### src/rtl/rst_hub_pkg.sv
`timescale 1ns/1ps
package rst_hub_pkg;
    localparam int NCAUSE    = 4;
    localparam int CAUSE_POR = 0;
    localparam int CAUSE_SW  = 1;
    localparam int CAUSE_WDT = 2;
    localparam int CAUSE_OSC = 3;

    typedef enum logic [1:0] {
        PH_HOLD  = 2'd0,
        PH_FETCH = 2'd1,
        PH_RUN   = 2'd2
    } phase_e;
endpackage

### src/rtl/rst_hub_sync.sv
`timescale 1ns/1ps
module rst_hub_sync #(
    parameter int STAGES    = 2,
    parameter bit ASYNC_CLR = 1'b1
) (
    input  logic clk,
    input  logic arst_n,
    input  logic din,
    output logic dout
);
    logic [STAGES-1:0] chain_d, chain_q;

    always_comb begin
        chain_d = {chain_q[STAGES-2:0], din};
    end

    generate
        if (ASYNC_CLR) begin : g_async
            always_ff @(posedge clk or negedge arst_n) begin
                if (!arst_n) chain_q <= '0;
                else         chain_q <= chain_d;
            end
        end else begin : g_sync
            always_ff @(posedge clk) begin
                if (!arst_n) chain_q <= '0;
                else         chain_q <= chain_d;
            end
        end
    endgenerate

    assign dout = chain_q[STAGES-1];
endmodule

### src/rtl/rst_hub_cause.sv
`timescale 1ns/1ps
module rst_hub_cause
    import rst_hub_pkg::*;
(
    input  logic              clk,
    input  logic              rst_n,
    input  logic              sw_req,
    input  logic              clk_sel,
    input  logic              osc_stable,
    input  logic              wdt_uflow,
    input  logic              wdt_rst_en,
    input  logic              osc_flag,
    input  logic              osc_int_mode,
    output logic [NCAUSE-1:0] trig,
    output logic              wdt_irq,
    output logic              osc_irq
);
    typedef struct packed {
        logic osc_prev;
        logic wdt_irq;
        logic osc_irq;
    } cause_st_t;

    cause_st_t s_d, s_q;

    always_comb begin
        trig            = '0;
        trig[CAUSE_SW]  = sw_req & clk_sel & osc_stable;
        trig[CAUSE_WDT] = wdt_uflow & wdt_rst_en;
        trig[CAUSE_OSC] = osc_flag & ~osc_int_mode;

        s_d          = s_q;
        s_d.osc_prev = osc_flag;
        s_d.wdt_irq  = wdt_uflow & ~wdt_rst_en;
        s_d.osc_irq  = osc_flag & ~s_q.osc_prev & osc_int_mode;
    end

    always_ff @(posedge clk or negedge rst_n) begin
        if (!rst_n) s_q <= '0;
        else        s_q <= s_d;
    end

    assign wdt_irq = s_q.wdt_irq;
    assign osc_irq = s_q.osc_irq;
endmodule

### src/rtl/rst_hub_stretch.sv
`timescale 1ns/1ps
module rst_hub_stretch #(
    parameter int HOLD = 16
) (
    input  logic clk,
    input  logic rst_n,
    input  logic trig_any,
    output logic active,
    output logic release_now
);
    localparam int             CW     = $clog2(HOLD + 1);
    localparam logic [CW-1:0]  HOLD_V = CW'(HOLD);

    logic [CW-1:0] cnt_d, cnt_q;

    always_comb begin
        cnt_d = cnt_q;
        if (trig_any)          cnt_d = HOLD_V;
        else if (cnt_q != '0)  cnt_d = cnt_q - 1'b1;
    end

    always_ff @(posedge clk or negedge rst_n) begin
        if (!rst_n) cnt_q <= HOLD_V;
        else        cnt_q <= cnt_d;
    end

    assign active      = (cnt_q != '0);
    assign release_now = (cnt_q == CW'(1)) & ~trig_any;
endmodule

### src/rtl/rst_hub_vfetch.sv
`timescale 1ns/1ps
module rst_hub_vfetch
    import rst_hub_pkg::*;
#(
    parameter int                ADDR_W   = 20,
    parameter int                DATA_W   = 8,
    parameter logic [ADDR_W-1:0] VEC_BASE = 20'hFFFFC
) (
    input  logic              clk,
    input  logic              rst_n,
    input  logic              restart,
    input  logic              release_now,
    input  logic              rvalid,
    input  logic [DATA_W-1:0] rdata,
    output logic              req,
    output logic [ADDR_W-1:0] addr,
    output logic [ADDR_W-1:0] pc,
    output logic              run
);
    localparam int NBYTES = (ADDR_W + DATA_W - 1) / DATA_W;
    localparam int IW     = (NBYTES > 1) ? $clog2(NBYTES) : 1;
    localparam int FULL_W = NBYTES * DATA_W;

    typedef struct packed {
        phase_e            phase;
        logic [IW-1:0]     idx;
        logic [FULL_W-1:0] bytes;
        logic [ADDR_W-1:0] pc;
    } vf_st_t;

    vf_st_t            s_d, s_q;
    logic [FULL_W-1:0] merged;

    always_comb begin
        s_d    = s_q;
        merged = s_q.bytes;
        merged[int'(s_q.idx)*DATA_W +: DATA_W] = rdata;

        unique case (s_q.phase)
            PH_HOLD: begin
                if (release_now) begin
                    s_d.phase = PH_FETCH;
                    s_d.idx   = '0;
                end
            end
            PH_FETCH: begin
                if (rvalid) begin
                    s_d.bytes = merged;
                    if (int'(s_q.idx) == NBYTES - 1) begin
                        s_d.pc    = merged[ADDR_W-1:0];
                        s_d.phase = PH_RUN;
                    end else begin
                        s_d.idx = s_q.idx + 1'b1;
                    end
                end
            end
            default: ;
        endcase

        if (restart) begin
            s_d.phase = PH_HOLD;
            s_d.idx   = '0;
            s_d.pc    = '0;
        end
    end

    always_ff @(posedge clk or negedge rst_n) begin
        if (!rst_n) s_q <= '{phase: PH_HOLD, default: '0};
        else        s_q <= s_d;
    end

    assign req  = (s_q.phase == PH_FETCH);
    assign addr = VEC_BASE + ADDR_W'(s_q.idx);
    assign pc   = s_q.pc;
    assign run  = (s_q.phase == PH_RUN);
endmodule

### src/rtl/rst_hub.sv
`timescale 1ns/1ps
module rst_hub
    import rst_hub_pkg::*;
#(
    parameter int                HOLD        = 16,
    parameter int                SYNC_STAGES = 2,
    parameter int                CTL_W       = 8,
    parameter logic [CTL_W-1:0]  RETAIN_MASK = 8'hF0,
    parameter int                NREG        = 12,
    parameter int                REG_W       = 16,
    parameter int                ADDR_W      = 20,
    parameter int                DATA_W      = 8,
    parameter logic [ADDR_W-1:0] VEC_BASE    = 20'hFFFFC,
    localparam int               SEL_W       = $clog2(NREG)
) (
    input  logic              clk,
    input  logic              por_n,
    input  logic              sw_rst_wr,
    input  logic              main_clk_sel,
    input  logic              main_osc_stable,
    input  logic              wdt_uflow,
    input  logic              wdt_rst_en,
    input  logic              osc_stop,
    input  logic              osc_int_mode,
    input  logic              cause_clr_wr,
    input  logic [NCAUSE-1:0] cause_clr_data,
    input  logic              mode_wr,
    input  logic [1:0]        mode_wdata,
    input  logic              ctl_wr,
    input  logic [CTL_W-1:0]  ctl_wdata,
    input  logic              reg_wr,
    input  logic [SEL_W-1:0]  reg_sel,
    input  logic [ADDR_W-1:0] reg_wdata,
    input  logic              vec_rvalid,
    input  logic [DATA_W-1:0] vec_rdata,
    output logic              sys_rst_o,
    output logic [NCAUSE-1:0] cause_o,
    output logic [1:0]        mode_o,
    output logic [CTL_W-1:0]  ctl_o,
    output logic [ADDR_W-1:0] reg_rdata,
    output logic              vec_req_o,
    output logic [ADDR_W-1:0] vec_addr_o,
    output logic [ADDR_W-1:0] pc_o,
    output logic              cpu_run_o,
    output logic              wdt_irq_o,
    output logic              osc_irq_o
);
    localparam int INTB_IDX = NREG - 1;

    typedef struct packed {
        logic [NCAUSE-1:0]            cause;
        logic [1:0]                   mode;
        logic [CTL_W-1:0]             ctl;
        logic [NREG-1:0][ADDR_W-1:0]  regs;
    } hub_st_t;

    localparam hub_st_t ST_RST = '{
        cause: NCAUSE'(1) << CAUSE_POR,
        mode:  '0,
        ctl:   '0,
        regs:  '0
    };

    logic              por_rst_n;
    logic              osc_sync;
    logic [NCAUSE-1:0] trig;
    logic              trig_any;
    logic              wr_open;
    logic              release_now;
    hub_st_t           s_d, s_q;

    rst_hub_sync #(.STAGES(SYNC_STAGES), .ASYNC_CLR(1'b1)) u_por_sync (
        .clk    (clk),
        .arst_n (por_n),
        .din    (1'b1),
        .dout   (por_rst_n)
    );

    rst_hub_sync #(.STAGES(SYNC_STAGES), .ASYNC_CLR(1'b0)) u_osc_sync (
        .clk    (clk),
        .arst_n (por_rst_n),
        .din    (osc_stop),
        .dout   (osc_sync)
    );

    rst_hub_cause u_cause (
        .clk          (clk),
        .rst_n        (por_rst_n),
        .sw_req       (sw_rst_wr),
        .clk_sel      (main_clk_sel),
        .osc_stable   (main_osc_stable),
        .wdt_uflow    (wdt_uflow),
        .wdt_rst_en   (wdt_rst_en),
        .osc_flag     (osc_sync),
        .osc_int_mode (osc_int_mode),
        .trig         (trig),
        .wdt_irq      (wdt_irq_o),
        .osc_irq      (osc_irq_o)
    );

    assign trig_any = |trig;

    rst_hub_stretch #(.HOLD(HOLD)) u_stretch (
        .clk         (clk),
        .rst_n       (por_rst_n),
        .trig_any    (trig_any),
        .active      (sys_rst_o),
        .release_now (release_now)
    );

    rst_hub_vfetch #(
        .ADDR_W   (ADDR_W),
        .DATA_W   (DATA_W),
        .VEC_BASE (VEC_BASE)
    ) u_vfetch (
        .clk         (clk),
        .rst_n       (por_rst_n),
        .restart     (trig_any),
        .release_now (release_now),
        .rvalid      (vec_rvalid),
        .rdata       (vec_rdata),
        .req         (vec_req_o),
        .addr        (vec_addr_o),
        .pc          (pc_o),
        .run         (cpu_run_o)
    );

    always_comb begin
        wr_open = ~sys_rst_o & ~trig_any;
        s_d     = s_q;

        if (cause_clr_wr) s_d.cause = s_q.cause & ~cause_clr_data;
        s_d.cause = s_d.cause | trig;

        if (wr_open && mode_wr) s_d.mode = mode_wdata;
        if (wr_open && ctl_wr)  s_d.ctl  = ctl_wdata;

        if (wr_open && cpu_run_o && reg_wr && (int'(reg_sel) < NREG)) begin
            if (int'(reg_sel) == INTB_IDX)
                s_d.regs[reg_sel] = reg_wdata;
            else
                s_d.regs[reg_sel] = {{(ADDR_W-REG_W){1'b0}}, reg_wdata[REG_W-1:0]};
        end

        if (trig_any) begin
            s_d.ctl  = s_q.ctl & RETAIN_MASK;
            s_d.regs = '0;
        end
    end

    always_ff @(posedge clk or negedge por_rst_n) begin
        if (!por_rst_n) s_q <= ST_RST;
        else            s_q <= s_d;
    end

    assign cause_o   = s_q.cause;
    assign mode_o    = s_q.mode;
    assign ctl_o     = s_q.ctl;
    assign reg_rdata = (int'(reg_sel) < NREG) ? s_q.regs[reg_sel] : '0;
endmodule

### config.mk
export PLATFORM = sky130hd
export DESIGN_NAME = rst_hub
export DESIGN_NICKNAME = d
export VERILOG_FILES = /design/src/rtl/rst_hub_pkg.sv /design/src/rtl/rst_hub_sync.sv /design/src/rtl/rst_hub_cause.sv /design/src/rtl/rst_hub_stretch.sv /design/src/rtl/rst_hub_vfetch.sv /design/src/rtl/rst_hub.sv
export SDC_FILE = /design/constraint.sdc
export NUM_CORES = 1
export LEC_CHECK = 0
export BUFFER_PORTS_ARGS = -buffer_cell sky130_fd_sc_hd__buf_2
export CAP_MARGIN = 20
export CORE_MARGIN = 3
export CORE_UTILIZATION = 54
export DETAILED_ROUTE_END_ITERATION = 6
export PLACE_DENSITY = 0.83
export SLEW_MARGIN = 40
export SYNTH_ARGS = -nofsm -noshare
export SYNTH_HDL_FRONTEND = slang
export SYNTH_SLANG_ARGS = --single-unit
### constraint.sdc
create_clock -name clk -period 8.9 [get_ports clk]
set_input_delay 2.67 -clock clk [delete_from_list [all_inputs] [get_ports clk]]
set_output_delay 2.67 -clock clk [all_outputs]
set_load 0.02 [all_outputs]
# [Word level (Yosys, flattened, before mapping)]
# Index checks and enable logic that the tools add are counted.
[classes] magnitude_cmp=3 add_sub_neg=4 reduce_logical=21 eq_ne=9 mux=24 n_shift=2 bitwise_logic=17
[ops] op="240-bit bitwise mux" count=2
[ops] op="240-bit two-way mux" count=2
[ops] op="244-bit two-way mux" count=1
[ops] op="20-bit two-way mux" count=6
[ops] op="20-bit binary-select mux with 4-bit select" count=1
[ops] op="20-bit demux with 4-bit select" count=1
[ops] op="48-bit two-way mux" count=1
[ops] op="5-bit negation with 33-bit output" count=1
[ops] op="8-bit by 33-bit variable shift with 24-bit output (first input constant)" count=1
[ops] op="8-bit by 33-bit variable part select with 24-bit output" count=1
[ops] op="24-bit bitwise mux" count=1
[ops] op="4-bit two-way mux" count=4
[ops] op="2-bit nonzero test" count=6
[ops] op="5-bit two-way mux" count=2
[ops] op="1-bit AND" count=9
[ops] op="4-bit one-hot mux with 2 select lines" count=1
[ops] op="4-bit AND reduction" count=2
[ops] op="1-bit logical AND" count=6
[ops] op="3-bit != test (second input constant)" count=2
[ops] op="5-bit by 1-bit == test with 1-bit output (second input constant)" count=1
[ops] op="4-bit by 5-bit less-than comparator with 1-bit output (second input constant)" count=1
[ops] op="1-bit inverter" count=5
[ops] op="5-bit nonzero test" count=1
[ops] op="5-bit by 1-bit subtractor with 5-bit output (second input constant)" count=1
[ops] op="other kinds (18)" count=21
[totals] regBits=314 wordCells=106 inputBits=60 output_inout_bits=79

# [Depth between registers and ports, before layout]
# Gate-level depths: netlist of the first run.
[depth] ltp_word=10 mapped_depth=8

# [Cells and area by module]
# Synthesis of the first run repeated with hierarchy kept, for this count alone.
[unflattened] hier_cells=1371 area_unflattened_um2=15357.2
[modules_own_cells] mod="rst_hub" cells_each=1089 seq_area_each_um2=6357.3 area_per_inst_um2=12398.1 instances=1
[modules_own_cells] mod="rst_hub_vfetch" cells_each=240 seq_area_each_um2=1101.1 area_per_inst_um2=2452.4 instances=1
[modules_own_cells] mod="rst_hub_stretch" cells_each=26 seq_area_each_um2=126.4 area_per_inst_um2=280.3 instances=1
[modules_own_cells] mod="rst_hub_cause" cells_each=10 seq_area_each_um2=75.1 area_per_inst_um2=123.9 instances=1
[modules_own_cells] mod="rst_hub_sync (u_osc_sync)" cells_each=4 seq_area_each_um2=40.0 area_per_inst_um2=52.6 instances=1
[modules_own_cells] mod="rst_hub_sync (u_por_sync)" cells_each=2 seq_area_each_um2=50.0 area_per_inst_um2=50.0 instances=1

# [Worst setup path after synthesis of the first run]
# Ideal clock, no wire load.
[synth_timing] kind="reg2reg" start="register u_por_sync.chain_q[1]" end="register u_osc_sync.chain_q[1]" path_stages_with_launch=2 path_buffers=0 path_slack_ns=1.286 required_ns=8.795 synth_period_minus_slack_ns=7.614 arrival_time_ns=7.509 path_cell_list="dfrtp_1 > and2_1"
[synth_rtl] element="start: declaration" line_no="rst_hub_sync.sv:11" text="logic [STAGES-1:0] chain_d, chain_q;"
[synth_rtl] element="start signal: assignment" line_no="rst_hub_sync.sv:21" text="else chain_q <= chain_d;"
[synth_rtl] element="end signal: assignment" line_no="rst_hub_sync.sv:26" text="else chain_q <= chain_d;"
[synth_rtl] element="end: declaration" line_no="rst_hub_sync.sv:11"
# No word-level cell between the ends.

# [Worst setup path in the final report of the first run]
[layout_timing] start="input port reg_sel[1]" end="output port reg_rdata[9]"
[layout_via] elab_chain_cells=3 word_cells_on_any_way=4 cone_classes="1 x order compare; 3 x mux"
[layout_lines] element="start: declaration" line_no="rst_hub.sv:32" text="input logic [SEL_W-1:0] reg_sel,"
[layout_lines] element="20-bit binary-select mux with 4-bit select" line_no="rst_hub.sv:159" text="assign reg_rdata = (int'(reg_sel) < NREG) ? s_q.regs[reg_sel] : '0;"
[layout_lines] element="20-bit two-way mux (not written as such)" line_no="rst_hub.sv:159"
[layout_lines] element="20-bit two-way mux (*)" line_no="rst_hub.sv:159"
[layout_lines] element="end: declaration" line_no="rst_hub.sv:40" text="output logic [ADDR_W-1:0] reg_rdata,"
# Every way passes the cells marked *; elsewhere a longest branch is shown, timed or not. The select of a mux whose other input is x is not followed.

==> impl_metrics.json, run 1 <==
{
  "clk_latency_ns": 0.56,
  "arrival_ns": 4.72,
  "min_path_type": "reg2async",
  "cap_violations": 0,
  "routed_via_density": 6.26,
  "drive_above_1_share_pct": 22.1,
  "stdcell_area_mm2": 0.0157,
  "grt_pass1_wl_um": 57300,
  "skew_ns": 0.0137,
  "cp_max_fo": 29,
  "io_pins": 139,
  "ir_drop_v": 0.000184,
  "hold_buffers": 0,
  "ant_nets": 0,
  "area_delta_synth_final_pct": 9.98,
  "cts_made_buffers": 31,
  "cpPeakStageDelay_ns": 0.63,
  "dpl_cell_area_mm2": 0.0148,
  "cts_root_buf": "clkbuf_16",
  "p_sw_share_pct": 26.3,
  "rsz0062_at_grt": "false",
  "wl_um": 35300,
  "cpMostUsedCell": "buf_2",
  "start_util_pct": 55.9,
  "min_period_over_period_pct": 83.0,
  "dieHeight_um": 169,
  "fin_nets": 1421,
  "synthTopCellsByCount": "dfrtp_1 (306), nand3_1 (188), o21ai_0 (136)",
  "postCtsSetupRepairBufs": 0,
  "gp_congestion": 0.805,
  "p_sw_uw": 816,
  "post_drt_wl_per_cell_um": 20.7,
  "fmax_mhz": 135,
  "status": "finished, final reports clean",
  "drtIter0Drc": 1053,
  "critical_path_class": "in2out",
  "r2r-start": "u_osc_sync.chain_q[1]",
  "final_cells": 1704,
  "hold_ws_ns": 0.304,
  "final.setup.tns_ns": 0,
  "drtPass1Iterations": 5,
  "ys_seq_area_share_pct": 54.1,
  "internal-power_mw": 2.29,
  "ys_async_sr_fraction_pct": 99.4,
  "cts_buffer_depth": 3,
  "hold_viol_final": 0,
  "r2r_cells": 5,
  "cp.required_ns": 6.23,
  "yosys.area.top_type": "dfrtp_1",
  "vias": 10700,
  "nFillCells": 1964,
  "grt_max_degree": 183,
  "regArea_mm2": 0.00775,
  "crit_path_start_kind": "primary input",
  "rows": 58,
  "tightest_slew_ns": 0.837,
  "final-setup-viol-count": 0,
  "synth_area_leaders": "dfrtp_1 (53%), mux4_2 (9.4%), nand3_1 (6.6%), o21ai_0 (4.8%), nand2_1 (3.4%)",
  "clk_pin_slew_worst_paths_ns": 0.06,
  "grt-ovfl-total": 0,
  "netlist_instances": 1322,
  "path_cells": "buf_2, buf_4, mux4_2, a22oi_1, nand2_1, buf_2",
  "synth_edf_count": 0,
  "startpoint": "reg_sel[1]",
  "fp.dieW_um": 169,
  "io_buffers": 120,
  "placedCellCount": 1650,
  "antenna_found_initial": 2,
  "ys.flop_type": "dfrtp_1",
  "cts_resized": 0,
  "ys_ff_latch": 310,
  "hpwl_um": 21300,
  "die_area_mm2": 0.0285,
  "max_slew_margin_pct": 44.2,
  "final-max-slew-violation-count": 0,
  "clock_sinks": 310,
  "multi_input_area_mm2": 0.00572,
  "crit_path_end": "reg_rdata[9]",
  "synth_top_cell_area_share_pct": 53.5,
  "yosysUniqueCellTypes": 48,
  "crit_slowest_cell": "buf_2",
  "ys.warnings.count": 0,
  "drcViolationCount": 0,
  "clkPwrFrac_pct": 40.3,
  "r2r-end": "s_q[7]",
  "syn_avg_cell_area_um2": 10.8,
  "coreArea_mm2": 0.0256,
  "crit_path_end_kind": "primary output",
  "ff2ff_setup_slack_ns": 6.25,
  "power_density_mw_per_mm2": 197,
  "htreeDepth": 1,
  "pwr-share-comb_pct": 11.5,
  "leakagePower_nw": 7.28,
  "cts_tree": "done",
  "grt_pass1_vias": 10700,
  "min_period_ns": 7.39,
  "track_usage_pct": 24.8,
  "finalPower_mw": 3.11,
  "synth.most_common_cell": "dfrtp_1",
  "syn_area_mm2": 0.0143,
  "seqPwrFrac_pct": 48.3
}
[power groups by stage]
| stage | sequential, mW | clock (mW) | combinational [mW] |
|---|---|---|---|
| 3_3_place_gp | 1.52 | 0 | 0.341 |
| 5_1_grt | 1.51 | 1.32 | 0.393 |
| 4_1_cts | 1.50 | 1.27 | 0.358 |
| 3_5_place_dp | 1.53 | 0 | 0.357 |
| 6_report | 1.50 | 1.25 | 0.357 |
| 2_1_floorplan | 1.53 | 0 | 0.278 |
[state kept, by name, summed over array words and instances (netlist names), 4 cells and up]
name	flops
cause_o	4
u_stretch.cnt_q	5
u_vfetch.pc	20
ctl_o	8
u_vfetch.s_q	24
s_q	240
[worst min path at each step]
| stage | to | slack [ns] | depth (start not counted) |
|---|---|---|---|
| finish | ctl_o[2] | 0.30 | 0 |
| global route | ctl_o[2] | 0.33 | 0 |
| CTS | cause_o[2] | 0.32 | 0 |
| detailed placement | mode_o[0] | 0.32 | 0 |
| global placement | mode_o[1] | 0.31 | 0 |
| floorplan | u_por_sync.chain_q[1] | 0.33 | 0 |
[layer usage]
metal	up-vias	part of all wire [%]	wire length (um)	global-route usage (%)
li1	4749	-	-	-
met1	5351	39	13900	33.9
met2	485	49	17300	39.9
met3	79	8.2	2880	5.35
met4	2	3.2	1140	8.22
met5	-	0.020	7	0
[critical path, delay by kind of cell]
kind / cells / cell delay [ns]
muxes: 1 / 0.35
and+or+nand+nor: 1 / 0.17
buffers and inverters: 3 / 1.29
AOI/OAI and AO/OA: 1 / 0.21
[stage by stage]
step | setup WS, ns | utilization, %
2_1_floorplan | 2.17 | -
3_3_place_gp | 1.29 | 57.4
3_5_place_dp | 1.50 | 57.7
4_1_cts | 1.51 | 61.4
5_1_grt | 1.37 | 61.4
6_report | 1.51 | 61.5
[logic make-up after synthesis]
family                   synth area share (%)
flip-flops                               54.1
XOR/XNOR                               0.0612
AO/OA/AOI/OAI                            11.8
AND/OR/NAND/NOR                          16.7
buffers and inverters                    6.56
other                                  0.0262
multiplexers                             9.99
adder cells (fa/ha/maj)                 0.699
[final cells by class]
| class | instances | area share (%) |
|---|---|---|
| inverters | 7 | 0.167 |
| clock inverters | 9 | 0.493 |
| diodes | 1 | 0.0159 |
| well taps | 330 | 2.62 |
| multi-input cells | 857 | 36.3 |
| clock buffers | 44 | 5.62 |
| repair buffers | 146 | 5.53 |
| flip-flops and latches | 310 | 49.2 |
[cell usage in the layout (no fill, tap or decap), types with 16 or more instances in the layout]
cell type,n
dfrtp_1,305
o21ai_1,84
nand3_1,187
a21oi_1,27
conb_1,19
mux4_2,60
a31oi_1,20
o21ai_2,16
and3_1,37
nand2_1,131
buf_2,119
clkbuf_16,31
nor2b_1,26
buf_4,21
o21ai_0,136
a22oi_1,20
No activity file was read; power rests on OpenSTA's default activity.
==> run 2: changes to the inputs <==
clock period = 6.1 ns   (was 8.9 ns; I/O delays follow)
==> impl_metrics.json, run 2 (synthesis gave the netlist of run 1 again) <==
{
  "cap_violations": 0,
  "final-setup-viol-count": 0,
  "cts_made_buffers": 31,
  "r2r_cells": 4,
  "fin_nets": 1425,
  "clk_pin_slew_worst_paths_ns": 0.06,
  "wl_um": 34600,
  "post_drt_wl_per_cell_um": 20.2,
  "internal-power_mw": 3.50,
  "power_density_mw_per_mm2": 295,
  "p_sw_share_pct": 25.4,
  "cp.required_ns": 4.27,
  "clkPwrFrac_pct": 42.3,
  "pwr-share-comb_pct": 11.1,
  "regArea_mm2": 0.00775,
  "wl_met2_um": 16800,
  "grt_pass1_vias": 10600,
  "max_slew_margin_pct": 51.7,
  "multi_input_area_mm2": 0.00572,
  "cp_max_fo": 26,
  "wl_met1_um": 13900,
  "arrival_ns": 3.72,
  "min_path_type": "reg2async",
  "seqPwrFrac_pct": 46.6,
  "hpwl_um": 21200,
  "hold_buffers": 0,
  "io_pins": 139,
  "final.setup.tns_ns": 0,
  "die_area_mm2": 0.0285,
  "tightest_slew_ns": 0.725,
  "status": "finished, final reports clean",
  "fp.dieW_um": 169,
  "crit_path_start_kind": "primary input",
  "hold_viol_final": 0,
  "antenna_found_initial": 4,
  "clock_sinks": 310,
  "setup_ws_ns": 0.553,
  "critical_path_class": "in2out",
  "ant_nets": 0,
  "nFillCells": 1996,
  "largest_register_ffs": 240,
  "grt-ovfl-total": 0,
  "leakagePower_nw": 7.37,
  "postCtsSetupRepairBufs": 0,
  "p_sw_mw": 1.20,
  "cpPeakStageDelay_ns": 0.54,
  "htreeDepth": 1,
  "drtPass1Iterations": 6,
  "clk_latency_ns": 0.56,
  "dieHeight_um": 169,
  "io_buffers": 120,
  "vias": 10500,
  "rsz0062_at_grt": "false",
  "final-max-slew-violation-count": 0,
  "rows": 58,
  "cts_resized": 0,
  "crit_path_end_kind": "primary output",
  "grt_pass1_wl_um": 55800,
  "fmax_mhz": 180,
  "min_period_over_period_pct": 90.9,
  "routed_via_density": 6.15,
  "finalPower_mw": 4.70,
  "cpMostUsedCell": "buf_4",
  "gp_congestion": 0.795,
  "pre_cts_ws_ns": 0.520,
  "area_delta_synth_final_pct": 11.2,
  "coreArea_mm2": 0.0256,
  "skew_ns": 0.0130,
  "cts_root_buf": "clkbuf_16",
  "layout_common_cells": "dfrtp_1 (305), nand3_1 (187), o21ai_0 (136)",
  "grt_max_degree": 152,
  "drcViolationCount": 0,
  "start_util_pct": 55.9,
  "min_period_ns": 5.55,
  "cts_buffer_depth": 3,
  "drtIter0Drc": 991,
  "ir_drop_v": 0.000277,
  "track_usage_pct": 24.1,
  "cts_tree": "done",
  "path_cells": "buf_4, buf_4, mux4_2, a22oi_1, nand2_1, buf_2",
  "top_register": "s_q",
  "drive_above_1_share_pct": 23.0,
  "routed.top_layer": "met5",
  "crit_slowest_cell": "mux4_2",
  "layout_commonest_cell": "dfrtp_1",
  "met3_length_um": 2660
}
-- run 2: cell types whose count changed in the layout (fill, tap and decap cells not counted) --
cell | previous run | this run
clkinvlp_4 | 0 | 1
clkbuf_1 | 7 | 2
buf_16 | 2 | 1
clkinv_2 | 6 | 9
buf_6 | 2 | 1
clkinv_4 | 1 | 0
inv_6 | 1 | 0
bufinv_16 | 1 | 4
buf_4 | 21 | 24
or4_1 | 7 | 6
clkbuf_8 | 6 | 9
diode_2 | 1 | 2
buf_12 | 2 | 5
or4_4 | 2 | 3
-- run 2: metrics by stage --
stage          hold WS [ns]  instance area, um2  utilization [%]  instances
5_1_grt               0.287               15900             62.1       1712
3_3_place_gp          0.338               14800             57.6       1652
3_5_place_dp          0.267               14800             57.7       1653
2_1_floorplan         0.331               14400                -       1340
6_report              0.253               15900             62.1       1712
4_1_cts               0.268               15900             62.0       1709
-- run 2: worst paths after layout --
path | start | endpoint | slack [ns]
max | reg_sel[0] | reg_rdata[1] | 0.55
min | u_por_sync.chain_q[1] | mode_o[0] | 0.25
max reg2reg | u_stretch.cnt_q[3] | s_q[196] | 3.50
min reg2reg | u_por_sync.chain_q[1] | mode_o[0] | 0.25
max in group asynchronous | u_por_sync.chain_q[1] | s_q[121] | 4.67
min in group clk | u_por_sync.chain_q[0] | u_por_sync.chain_q[1] | 0.35
-- run 2: power by group through the flow --
stage | Combinational [mW] | Sequential (mW) | Clock (mW)
2_1_floorplan | 0.406 | 2.23 | 0
3_3_place_gp | 0.500 | 2.23 | 0
3_5_place_dp | 0.521 | 2.22 | 0
4_1_cts | 0.524 | 2.19 | 2.01
5_1_grt | 0.584 | 2.20 | 2.09
6_report | 0.523 | 2.19 | 1.99
-- run 2: worst max-delay path: cells and delay by family --
kind                   cells  cell delay [ns]
muxes                      1             0.54
and+or+nand+nor            1             0.12
AOI/OAI and AO/OA          1             0.19
buffers and inverters      3             1.01
-- run 2: cell type report --
class,count,share of cell area [%]
diodes,2,0.0315
clock buffers,42,5.70
clock inverters,14,1.09
inverters,7,0.165
multi-input cells,857,35.9
flip-flops and latches,310,48.7
well taps,330,2.59
repair buffers,150,5.75
-- run 2: layer usage --
layer | vias to the layer above | track usage [%]
met4 | 4 | 9.11
met2 | 458 | 39.3
met1 | 5205 | 32.7
met5 | - | 0
met3 | 99 | 4.58
li1 | 4771 | -
